==> config.mk <==
export PLATFORM = sky130hd
export DESIGN_NAME = cmul_top
export DESIGN_NICKNAME = d
export VERILOG_FILES = /design/src/rtl/cmul_pkg.sv /design/src/rtl/vc_mult.sv /design/src/rtl/cmul_combine.sv /design/src/rtl/cmul_out_stage.sv /design/src/rtl/cmul_top.sv
export SDC_FILE = /design/constraint.sdc
export NUM_CORES = 1
export LEC_CHECK = 0
export CAP_MARGIN = 20
export CORE_UTILIZATION = 55
export DETAILED_ROUTE_END_ITERATION = 8
export PLACE_DENSITY = 0.8
export SKIP_CTS_REPAIR_TIMING = 1
export SYNTH_ARGS = -nofsm -noshare
export SYNTH_HDL_FRONTEND = slang
export SYNTH_SLANG_ARGS = --single-unit
==> constraint.sdc <==
create_clock -name clk_i -period 1.8 [get_ports clk_i]
set_clock_uncertainty 0.2 [all_clocks]
set_input_delay 0.36 -clock clk_i [delete_from_list [all_inputs] [get_ports clk_i]]
set_output_delay 0.36 -clock clk_i [all_outputs]
set_load 0.05 [all_outputs]
==> src/rtl/cmul_pkg.sv <==
package cmul_pkg;
  // accumulator width for one column: bit products plus incoming carry
  function automatic int col_acc_w(input int n);
    return $clog2(n) + 2;
  endfunction
endpackage

==> src/rtl/vc_mult.sv <==
module vc_mult #(
  parameter int N = 4
) (
  input  logic [N-1:0]   a_i,
  input  logic [N-1:0]   b_i,
  output logic [2*N-1:0] p_o
);
  import cmul_pkg::*;
  localparam int AW   = col_acc_w(N);
  localparam int NCOL = 2*N - 1;

  logic [AW-1:0] acc;
  logic [AW-1:0] carry;

  // column k sums a[i]&b[k-i] plus carry from column k-1
  always_comb begin
    p_o   = '0;
    carry = '0;
    acc   = '0;
    for (int k = 0; k < NCOL; k++) begin
      acc = carry;
      for (int i = 0; i < N; i++) begin
        if ((k - i) >= 0 && (k - i) < N)
          acc = acc + {{(AW-1){1'b0}}, a_i[i] & b_i[k-i]};
      end
      p_o[k] = acc[0];
      carry  = acc >> 1;
    end
    p_o[2*N-1] = carry[0];
  end
endmodule

==> src/rtl/cmul_combine.sv <==
module cmul_combine #(
  parameter int N = 4
) (
  input  logic [2*N-1:0]        p_ac_i,
  input  logic [2*N-1:0]        p_bd_i,
  input  logic [2*N-1:0]        p_bc_i,
  input  logic [2*N-1:0]        p_ad_i,
  output logic signed [2*N:0]   re_o,
  output logic [2*N:0]          im_o
);
  assign re_o = $signed({1'b0, p_ac_i}) - $signed({1'b0, p_bd_i});
  assign im_o = {1'b0, p_bc_i} + {1'b0, p_ad_i};
endmodule

==> src/rtl/cmul_out_stage.sv <==
module cmul_out_stage #(
  parameter int N       = 4,
  parameter bit REG_OUT = 1'b1
) (
  input  logic                  clk_i,
  input  logic                  rst_ni,
  input  logic                  valid_i,
  input  logic signed [2*N:0]   re_i,
  input  logic [2*N:0]          im_i,
  output logic                  valid_o,
  output logic signed [2*N:0]   re_o,
  output logic [2*N:0]          im_o
);
  if (REG_OUT) begin : g_reg
    always_ff @(posedge clk_i or negedge rst_ni) begin
      if (!rst_ni) begin
        valid_o <= 1'b0;
        re_o    <= '0;
        im_o    <= '0;
      end else begin
        valid_o <= valid_i;
        if (valid_i) begin
          re_o <= re_i;
          im_o <= im_i;
        end
      end
    end
  end else begin : g_comb
    assign valid_o = valid_i;
    assign re_o    = re_i;
    assign im_o    = im_i;
  end
endmodule

==> src/rtl/cmul_top.sv <==
module cmul_top #(
  parameter int N       = 4,
  parameter bit REG_OUT = 1'b1
) (
  input  logic                  clk_i,
  input  logic                  rst_ni,
  input  logic                  valid_i,
  input  logic [N-1:0]          a_re_i,
  input  logic [N-1:0]          a_im_i,
  input  logic [N-1:0]          b_re_i,
  input  logic [N-1:0]          b_im_i,
  output logic                  valid_o,
  output logic signed [2*N:0]   re_o,
  output logic [2*N:0]          im_o
);
  localparam int PW = 2*N;
  localparam int NP = 4;

  // product order: AC, BD, BC, AD
  logic [N-1:0]  op_x [NP];
  logic [N-1:0]  op_y [NP];
  logic [PW-1:0] prod [NP];

  assign op_x[0] = a_re_i;  assign op_y[0] = b_re_i;
  assign op_x[1] = a_im_i;  assign op_y[1] = b_im_i;
  assign op_x[2] = a_im_i;  assign op_y[2] = b_re_i;
  assign op_x[3] = a_re_i;  assign op_y[3] = b_im_i;

  for (genvar g = 0; g < NP; g++) begin : g_mul
    vc_mult #(.N(N)) u_mul (
      .a_i (op_x[g]),
      .b_i (op_y[g]),
      .p_o (prod[g])
    );
  end

  logic signed [2*N:0] re_c;
  logic [2*N:0]        im_c;

  cmul_combine #(.N(N)) u_comb (
    .p_ac_i (prod[0]),
    .p_bd_i (prod[1]),
    .p_bc_i (prod[2]),
    .p_ad_i (prod[3]),
    .re_o   (re_c),
    .im_o   (im_c)
  );

  cmul_out_stage #(.N(N), .REG_OUT(REG_OUT)) u_out (
    .clk_i   (clk_i),
    .rst_ni  (rst_ni),
    .valid_i (valid_i),
    .re_i    (re_c),
    .im_i    (im_c),
    .valid_o (valid_o),
    .re_o    (re_o),
    .im_o    (im_o)
  );
endmodule

==> results.json <==
{
  "synthCells": 307,
  "mostFrequentLayoutCells": "buf_4, and2_1, nand2_1, inv_1, ha_4",
  "synth_nets": 392,
  "grt_max_degree": 20,
  "cap_violations": 0,
  "dp_hpwl_mm": 6.63,
  "ir_drop_mv": 1.48,
  "top_usage_layer": "met2",
  "cp-startpoint": "a_re_i[1]",
  "r2r-start": "u_out.re_o[6]",
  "final_common_cell": "buf_4",
  "cts_htree_levels": 1,
  "p_comb_frac": 0.804,
  "p_leak_uw": 0.00203,
  "hp-class": "primary input to async pin",
  "grt_pass1_wl_mm": 13.1,
  "dp.cells": 466,
  "hold_viol": 0,
  "finalCritPeriodShare": 3.57,
  "cts_made_buffers": 3,
  "switching_share": 0.470,
  "vias": 2961,
  "use_met1": 0.385,
  "cts.sinks": 19,
  "fillers": 138,
  "dieHeight_um": 73.2,
  "use_met2": 0.598,
  "synthFlopType": "dfrtp_1",
  "status": "complete, but fails checks",
  "cp.arrival_ns": 6.39,
  "r2r_slack_ns": 0.49,
  "num_rows": 25,
  "route.detailed.drc": 0,
  "cp_data_required_time_ns": 1.76,
  "grt_pass1_vias": 2858,
  "netlist_area_um2": 2790,
  "max_freq_mhz": 155,
  "ys_ff_latch": 19,
  "seq_power_share": 0.140,
  "synthToLayoutAreaGrowth_pct": 62.8,
  "pre_cts_slack_ns": -5.15,
  "placed_cell_area_um2": 4220,
  "use_met3": 0.0594,
  "setup_viol": 15,
  "start_kind": "primary input",
  "avgSynthCellArea_um2": 9.09,
  "power_density_nw_per_um2": 1240,
  "clkPwrFrac": 0.056,
  "finalNetCount": 494,
  "maxSlewViolCount": 0,
  "drt_first_pass_iters": 5,
  "violations": "setup timing",
  "clock_latency_ns": 0.26,
  "async_flop_share": 1.00,
  "root_buffer": "clkbuf_8",
  "slew-limit-headroom": 0.599,
  "gr-usage-all-layers": 0.328,
  "ant_nets": 0,
  "clk_pin_slew_worst_paths_ns": 0.08,
  "rsz0062_at_grt": "true",
  "drt_iter0_drc": 335,
  "port_buffers": 37,
  "grt-ovfl-total": 0,
  "die_w_um": 73.2,
  "core_um2": 4820,
  "crit_end": "u_out.im_o[6]",
  "cts_tree": "built",
  "antenna_found_initial": 1,
  "drive_gt1_frac": 0.466,
  "io_pins": 38,
  "worst_slew_pin_slew_ns": 0.587,
  "synth-edff-count": 0,
  "dieArea_um2": 5360,
  "power_uw": 5630,
  "drt_wl_total_mm": 11.4,
  "initial_core_util": 0.579,
  "fin_cells": 476,
  "crit_path_max_fanout": 4,
  "r2r_end": "u_out.re_o[6]",
  "endpoint_kind": "flop",
  "clock_path_buffers": 2,
  "ys_seq_area_frac": 0.170,
  "wire_per_inst_um": 24.0,
  "internal_power_uw": 2980,
  "rr_worst_depth": 3,
  "ys_warn_count": 0,
  "worstSetupPathType": "primary input to flop",
  "gp_congestion": 0.885,
  "fin_area_um2": 4540,
  "layout_min_cycle_time_ns": 6.43,
  "setup_ws_ns": -4.63,
  "p_sw_uw": 2650,
  "avgViaCountPerCell": 6.22,
  "final_core_utilization": 0.943,
  "netlist-cell-type-count": 41
}
## stage by stage
stage	hold slack (ns)	setup TNS [ns]
2_1_floorplan	-0.136	-42.44
3_3_place_gp	0.328	-55.30
3_5_place_dp	0.337	-56.62
4_1_cts	0.252	-52.32
5_1_grt	0.298	-48.09
6_report	0.285	-46.52
## metal layers
metal / part of all wire / wire length (um) / vias up
met5: 0 / 0 / -
met2: 0.51 / 5820 / 227
met3: 0.078 / 888 / 86
met4: 0.073 / 838 / 0
met1: 0.34 / 3900 / 1434
li1: - / - / 1214
## worst min path at each step
stage                                to  cells after the start  slack, ns
after detailed placement  u_out.re_o[1]                      2       0.34
after global routing      u_out.re_o[3]                      2       0.30
after global placement    u_out.re_o[1]                      2       0.33
after CTS                 u_out.re_o[3]                      2       0.25
after floorplan           u_out.im_o[0]                      0      -0.14
final                     u_out.re_o[3]                      2       0.28
## synth_stat cells (all sizes together), types with 2 or more instances
master	n	area, um^2
o2bb2ai	3	26.3
and2	46	288
o21a	4	30.0
xor2	2	17.5
ha	32	400
mux2i	3	30.0
o21ai	17	85.1
mux2	3	33.8
nor3	3	15.0
o211ai	2	15.0
o311ai	2	17.5
clkbuf	3	13.8
buf	4	25.0
a211oi	4	30.0
xnor2	2	17.5
fa	34	681
inv	46	173
nor2b	5	38.8
a21o	3	22.5
nor2	8	30.0
nand3	2	10.0
a21oi	13	65.1
nand2b	4	25.0
nand2	30	113
o31ai	2	20.0
dfrtp	19	475
or3	2	12.5
## power by group through the flow
stage / logic (uW) / clock network [uW] / registers [uW]
3_3_place_gp: 3610 / 0 / 772
3_5_place_dp: 3740 / 0 / 774
4_1_cts: 3770 / 307 / 768
6_report: 4530 / 313 / 789
2_1_floorplan: 1680 / 0 / 1240
5_1_grt: 4710 / 338 / 797
## sequential cells by signal (all words and copies together) (netlist names)
| name | count |
|---|---|
| u_out.im_o | 9 |
| u_out.valid_o | 1 |
| u_out.re_o | 9 |
## worst max-delay path: stages
cell	delay, ns
buf_8	0.08
and2_4	0.14
ha_4	0.13
inv_2	0.04
fa_1	0.53
inv_2	0.06
ha_4	0.16
ha_4	0.26
fa_1	0.44
fa_2	0.39
fa_1	0.56
inv_1	0.07
fa_1	0.45
inv_2	0.09
ha_4	0.13
inv_2	0.03
fa_1	0.49
inv_2	0.04
fa_2	0.38
fa_2	0.51
ha_4	0.32
nand2b_4	0.06
or4_4	0.55
o311ai_4	0.11
## cell type report
type,count,area (um^2),area share
Antenna cell,1,2.50,0.000551
Clock buffer,4,45.0,0.00992
Inverter,46,173,0.0380
Multi-Input combinational cell,235,2650,0.583
Sequential cell,19,475,0.105
Tap cell,67,83.8,0.0185
Timing Repair Buffer,104,1110,0.245
## cell families after synthesis
group | after synthesis | share of synthesized area
buffers and inverters | 53 | 0.0758
AOI/OAI and AO/OA | 56 | 0.131
xor gates and xnor gates | 4 | 0.0126
muxes | 6 | 0.0229
and+or+nand+nor | 103 | 0.200
DFF | 19 | 0.170
adders and majority gates | 66 | 0.387
(Power assumes the default switching activity.)
